===== src/rtl/bar_pkg.sv =====
package bar_pkg;
  localparam logic [7:0]  OPC_MEM_WRITE = 8'h2C;
  localparam logic [15:0] COL_RED   = 16'hF800;
  localparam logic [15:0] COL_GREEN = 16'h07E0;
  localparam logic [15:0] COL_BLUE  = 16'h001F;

  typedef enum logic [1:0] {
    ST_IDLE = 2'd0,
    ST_CMD  = 2'd1,
    ST_PIX  = 2'd2
  } wr_state_e;

  // Band colour for index 0..2 after rotation.
  function automatic logic [15:0] hue_of(input logic [1:0] idx);
    case (idx)
      2'd0:    hue_of = COL_RED;
      2'd1:    hue_of = COL_GREEN;
      default: hue_of = COL_BLUE;
    endcase
  endfunction
endpackage


===== src/rtl/bar_swap_timer.sv =====
module bar_swap_timer #(
  parameter int unsigned CLK_HZ          = 50_000_000,
  parameter int unsigned SWAP_SEC        = 3,
  parameter int unsigned PERIOD_OVERRIDE = 0
) (
  input  logic clk,
  input  logic rst_n,
  output logic pat_sel
);
  localparam longint unsigned PERIOD =
    (PERIOD_OVERRIDE != 0) ? longint'(PERIOD_OVERRIDE)
                           : longint'(CLK_HZ) * longint'(SWAP_SEC);
  localparam int TW = (PERIOD > 1) ? $clog2(PERIOD) : 1;

  logic [TW-1:0] cnt;

  always_ff @(posedge clk) begin
    if (!rst_n) begin
      cnt     <= '0;
      pat_sel <= 1'b0;
    end else if (cnt == TW'(PERIOD - 1)) begin
      cnt     <= '0;
      pat_sel <= ~pat_sel;
    end else begin
      cnt <= cnt + 1'b1;
    end
  end
endmodule


===== src/rtl/bar_raster_walk.sv =====
module bar_raster_walk #(
  parameter int H_PIX = 240,
  parameter int V_PIX = 320,
  localparam int CW = $clog2(H_PIX),
  localparam int RW = $clog2(V_PIX)
) (
  input  logic          clk,
  input  logic          rst_n,
  input  logic          step,
  output logic [CW-1:0] col,
  output logic          lo_half,
  output logic          at_end
);
  logic [RW-1:0] row;
  logic          col_end;
  logic          row_end;

  assign col_end = (col == CW'(H_PIX - 1));
  assign row_end = (row == RW'(V_PIX - 1));
  assign at_end  = lo_half && col_end && row_end;

  always_ff @(posedge clk) begin
    if (!rst_n) begin
      col     <= '0;
      row     <= '0;
      lo_half <= 1'b0;
    end else if (step) begin
      lo_half <= ~lo_half;
      if (lo_half) begin
        if (col_end) begin
          col <= '0;
          row <= row_end ? '0 : row + 1'b1;
        end else begin
          col <= col + 1'b1;
        end
      end
    end
  end
endmodule


===== src/rtl/bar_color_pick.sv =====
module bar_color_pick
  import bar_pkg::*;
#(
  parameter int H_PIX = 240,
  localparam int CW = $clog2(H_PIX),
  localparam int BAND_W = H_PIX / 3
) (
  input  logic [CW-1:0] col,
  input  logic          pat,
  output logic [15:0]   rgb
);
  logic [1:0] band;
  logic [1:0] idx;

  always_comb begin
    if (col < CW'(BAND_W))          band = 2'd0;
    else if (col < CW'(2 * BAND_W)) band = 2'd1;
    else                            band = 2'd2;
    // Pattern B rotates the order by two places.
    if (pat) idx = (band == 2'd0) ? 2'd2 : band - 2'd1;
    else     idx = band;
    rgb = hue_of(idx);
  end
endmodule


===== src/rtl/bar_frame_writer.sv =====
module bar_frame_writer
  import bar_pkg::*;
#(
  parameter int          H_PIX           = 240,
  parameter int          V_PIX           = 320,
  parameter int unsigned CLK_HZ          = 50_000_000,
  parameter int unsigned SWAP_SEC        = 3,
  parameter int unsigned PERIOD_OVERRIDE = 0
) (
  input  logic       clk,
  input  logic       rst_n,
  input  logic       init_done,
  output logic       out_valid,
  input  logic       out_ready,
  output logic [7:0] out_byte,
  output logic       out_dc,
  output logic       out_last
);
  localparam int CW = $clog2(H_PIX);

  wr_state_e     state;
  logic          pat_sel;
  logic          frame_pat;
  logic          fire;
  logic          pix_step;
  logic [CW-1:0] col;
  logic          lo_half;
  logic          at_end;
  logic [15:0]   rgb;

  bar_swap_timer #(
    .CLK_HZ(CLK_HZ), .SWAP_SEC(SWAP_SEC), .PERIOD_OVERRIDE(PERIOD_OVERRIDE)
  ) u_timer (
    .clk(clk), .rst_n(rst_n), .pat_sel(pat_sel)
  );

  bar_raster_walk #(.H_PIX(H_PIX), .V_PIX(V_PIX)) u_walk (
    .clk(clk), .rst_n(rst_n), .step(pix_step),
    .col(col), .lo_half(lo_half), .at_end(at_end)
  );

  bar_color_pick #(.H_PIX(H_PIX)) u_pick (
    .col(col), .pat(frame_pat), .rgb(rgb)
  );

  assign fire     = out_valid && out_ready;
  assign pix_step = fire && (state == ST_PIX);

  always_ff @(posedge clk) begin
    if (!rst_n) begin
      state     <= ST_IDLE;
      frame_pat <= 1'b0;
    end else begin
      case (state)
        ST_IDLE: if (init_done) state <= ST_CMD;
        ST_CMD: if (fire) begin
          frame_pat <= pat_sel;
          state     <= ST_PIX;
        end
        ST_PIX: if (fire && at_end) state <= ST_CMD;
        default: state <= ST_IDLE;
      endcase
    end
  end

  always_comb begin
    out_valid = (state != ST_IDLE);
    out_dc    = (state == ST_PIX);
    out_last  = (state == ST_PIX) && at_end;
    if (state == ST_PIX) out_byte = lo_half ? rgb[7:0] : rgb[15:8];
    else                 out_byte = OPC_MEM_WRITE;
  end
endmodule


===== config.mk =====
export PLATFORM = sky130hd
export DESIGN_NAME = bar_frame_writer
export DESIGN_NICKNAME = d
export VERILOG_FILES = /design/src/rtl/bar_pkg.sv /design/src/rtl/bar_swap_timer.sv /design/src/rtl/bar_raster_walk.sv /design/src/rtl/bar_color_pick.sv /design/src/rtl/bar_frame_writer.sv
export SDC_FILE = /design/constraint.sdc
export NUM_CORES = 1
export LEC_CHECK = 0
export BUFFER_PORTS_ARGS = -buffer_cell sky130_fd_sc_hd__buf_2
export CAP_MARGIN = 15
export CORE_MARGIN = 5
export CORE_UTILIZATION = 60
export CTS_BUF_LIST = sky130_fd_sc_hd__clkbuf_4 sky130_fd_sc_hd__clkbuf_8
export DETAILED_ROUTE_END_ITERATION = 12
export MAX_ROUTING_LAYER = met4
export PLACE_DENSITY = 0.79
export SLEW_MARGIN = 0
export SYNTH_ARGS = -nofsm -noshare
export SYNTH_HDL_FRONTEND = slang
export SYNTH_SLANG_ARGS = --single-unit

===== constraint.sdc =====
create_clock -name clk -period 3.2 [get_ports clk]
set_input_delay 0.64 -clock clk [delete_from_list [all_inputs] [get_ports clk]]
set_output_delay 0.64 -clock clk [all_outputs]
set_load 0.1 [all_outputs]

==> flow_summary.toml <==
[layout]
nFillCells = 410
final_area_um2 = 2800
final_cell_mix = "dfxtp_1, nor2_1, nand2_1, nand3_1, a21oi_1"
mostFrequentLayoutCell = "dfxtp_1"
syn_to_final_growth_pct = 5.97
drive_gt1_frac = 0.125
seq_area_um2 = 1000
layout.nets = 325
multi_input_area_um2 = 1520
antennaDiodeCount = 0

[worst_setup_path]
cpMaxStageDelayCell = "dfxtp_1"
end_kind = "primary output"
path_class = "register to primary output"
crit_path_start_kind = "register"
path_cells = "nor2_1 -> or4_1 -> a31o_2 -> a21oi_2 -> buf_2"
worst_ep_arrival_time_ns = 2.15
required_ns = 2.56
worstRegToRegCells = 4
cp_slowest_stage_delay_ns = 0.50
crit_fanout = 10

[grt]
grt_pass1_wl_mm = 9.47
antenna_found_initial = 0
grt-ovfl-total = 0
use_met2 = 0.310
top_usage_layer = "met2"
grt_max_degree = 18
grt_pass1_vias = 2092
use_met3 = 0.0378
met1_usage = 0.250
grt_use_total = 0.195

[clocking]
cts_tree = "done"
post_cts_buffers = 0
clock_latency_ns = 0.30
holdBufCountCts = 0
clockRootBuffer = "clkbuf_8"
htreeDepth = 2
cts_buffers = 5
clockBufferDepth = 2
clkSlewWorstSetupHoldPaths_ns = 0.09
cts_sinks = 50
cts.repair.resized = 0

[placed_design]
place_congestion = 0.943
dp_hpwl_mm = 3.82
place_area_um2 = 2700
io_buffers = 14
place_ws_ns = 0.753

[status]
status = "completed"

[logic_synthesis]
synth_nets = 320
synthArstFlopShare = 0
syn_area_um2 = 2640
syn_area_per_cell_um2 = 8.43
ys_ff_latch = 50
synth-edff-count = 0
yosysTopAreaCellShare = 0.379
ys.flop_type = "dfxtp_1"
ys_types = 52
synthTopCellsByArea = "dfxtp_1, xor2_1, nor2_1"
ys_seq_area_frac = 0.379
yosysTopAreaCell = "dfxtp_1"
ys_warn_count = 0
netlist_instances = 313

[timing]
timing.final.hold_violations = 0
setup_ws_ns = 0.406
rsz0062_at_grt = "no"
slew_headroom = 0.639
finalMaxSlewViolations = 0
fmax_mhz = 358
fin_skew_ns = 0.00675
worst_pin_slew_ns = 0.540
period_needed_ns = 2.79
finalCritPeriodShare = 0.873
setup_viol = 0
fin_tns_setup_ns = 0

[route]
firstDrtPassIters = 4
drt-initial-drc-count = 172
routedWlPerCell_um = 14.5
drt-total-wl_mm = 5.38
ant_nets = 0
vias_per_cell = 6.18
route.detailed.drc = 0
vias = 2292

[floorplanning]
num_rows = 24
fp.dieW_um = 76.3
start_util = 0.610
die_h_um = 76.3
die-area_um2 = 5820
fp.coreArea_um2 = 4320
ioPinCount = 15

[pwr]
leakage_nw = 0.964
ir_worst_vdd_v = 0.000345
power.density_nw_per_um2 = 395

[hold_path]
worst_hold_path_type = "register to register"
min_path_cells = 2

[job]
maxCapViolations = 0
[flip-flops by register name, indices dropped and copies added, names as in the netlist]
name,flops
u_walk.lo_half,1
u_walk.col,8
frame_pat,1
u_timer.pat_sel,1
state,2
u_walk.row,9
u_timer.cnt,28
[synth_stat cells, types with 2 or more instances]
| cell | count |
|---|---|
| a21oi_1 | 23 |
| a21oi_2 | 2 |
| a311oi_1 | 2 |
| a31o_2 | 2 |
| a31oi_1 | 2 |
| and2_1 | 3 |
| and3_1 | 8 |
| and4_1 | 5 |
| and4b_1 | 2 |
| buf_2 | 7 |
| buf_4 | 5 |
| clkbuf_1 | 6 |
| dfxtp_1 | 50 |
| ha_1 | 3 |
| inv_1 | 3 |
| nand2_1 | 23 |
| nand2b_1 | 4 |
| nand3_1 | 23 |
| nand3b_1 | 2 |
| nand4_1 | 9 |
| nor2_1 | 32 |
| nor4_1 | 3 |
| nor4b_1 | 3 |
| o211ai_1 | 3 |
| o21ai_0 | 8 |
| o31ai_1 | 14 |
| or3_1 | 8 |
| or4_1 | 12 |
| or4_4 | 2 |
| xnor2_1 | 7 |
| xor2_1 | 16 |
[cells by family after synthesis]
kind of cell	count (synthesis)	synth area share
buffers and inverters	24	0.0474
xor gates and xnor gates	23	0.0763
muxes	1	0.00379
AOI/OAI and AO/OA	63	0.155
DFF	50	0.379
adders and majority gates	3	0.0142
and+or+nand+nor	149	0.324
[where the power goes]
| part | internal, W | switching [W] |
|---|---|---|
| sequential | 0.000630 | 0.0000106 |
| combinational | 0.0000210 | 0.0000630 |
| clock | 0.000174 | 0.000207 |
[cell type report]
type / count / share of cell area
multi-input combinational: 239 / 0.545
clock buffer: 6 / 0.0295
inverter: 5 / 0.00671
sequential: 50 / 0.358
clock inverter: 2 / 0.00447
timing repair buffer: 17 / 0.0331
tap: 52 / 0.0233
[worst paths after layout]
| kind | from | endpoint | slack, ns |
|---|---|---|---|
| worst max-delay path | u_walk.col[5]$_SDFFE_PN0P_ | out_byte[0] | 0.41 |
| worst max register to register | u_walk.lo_half$_SDFFE_PN0P_ | u_walk.row[7]$_SDFFE_PN0P_ | 0.89 |
| worst min-delay path | u_timer.cnt[23]$_SDFF_PP0_ | u_timer.cnt[23]$_SDFF_PP0_ | 0.48 |
| worst min register to register | u_timer.cnt[23]$_SDFF_PP0_ | u_timer.cnt[23]$_SDFF_PP0_ | 0.48 |
[critical path, delay by kind of cell, from the launching register on]
| family | cells | cell delay [ns] |
|---|---|---|
| AND/OR/NAND/NOR | 2 | 0.51 |
| flip-flops | 1 | 0.50 |
| buffers and inverters | 1 | 0.44 |
| AO/OA/AOI/OAI | 2 | 0.40 |
[stage by stage]
| step | total power (W) | std cells | util | hold WS, ns |
|---|---|---|---|---|
| global route | 0.00116 | 371 | 0.647 | 0.496 |
| finish | 0.00111 | 371 | 0.647 | 0.478 |
| detailed placement | 0.000739 | 363 | 0.625 | 0.463 |
| floorplan | 0.000721 | 313 | - | 0.438 |
| global placement | 0.000737 | 363 | 0.625 | 0.452 |
| CTS | 0.00111 | 371 | 0.647 | 0.482 |
[layer usage]
layer / vias up / wire (µm)
met4: 0 / 87
met5: - / 0
met1: 1074 / 2520
li1: 1171 / -
met2: 39 / 2560
met3: 8 / 208
(Power assumes the default switching activity.)
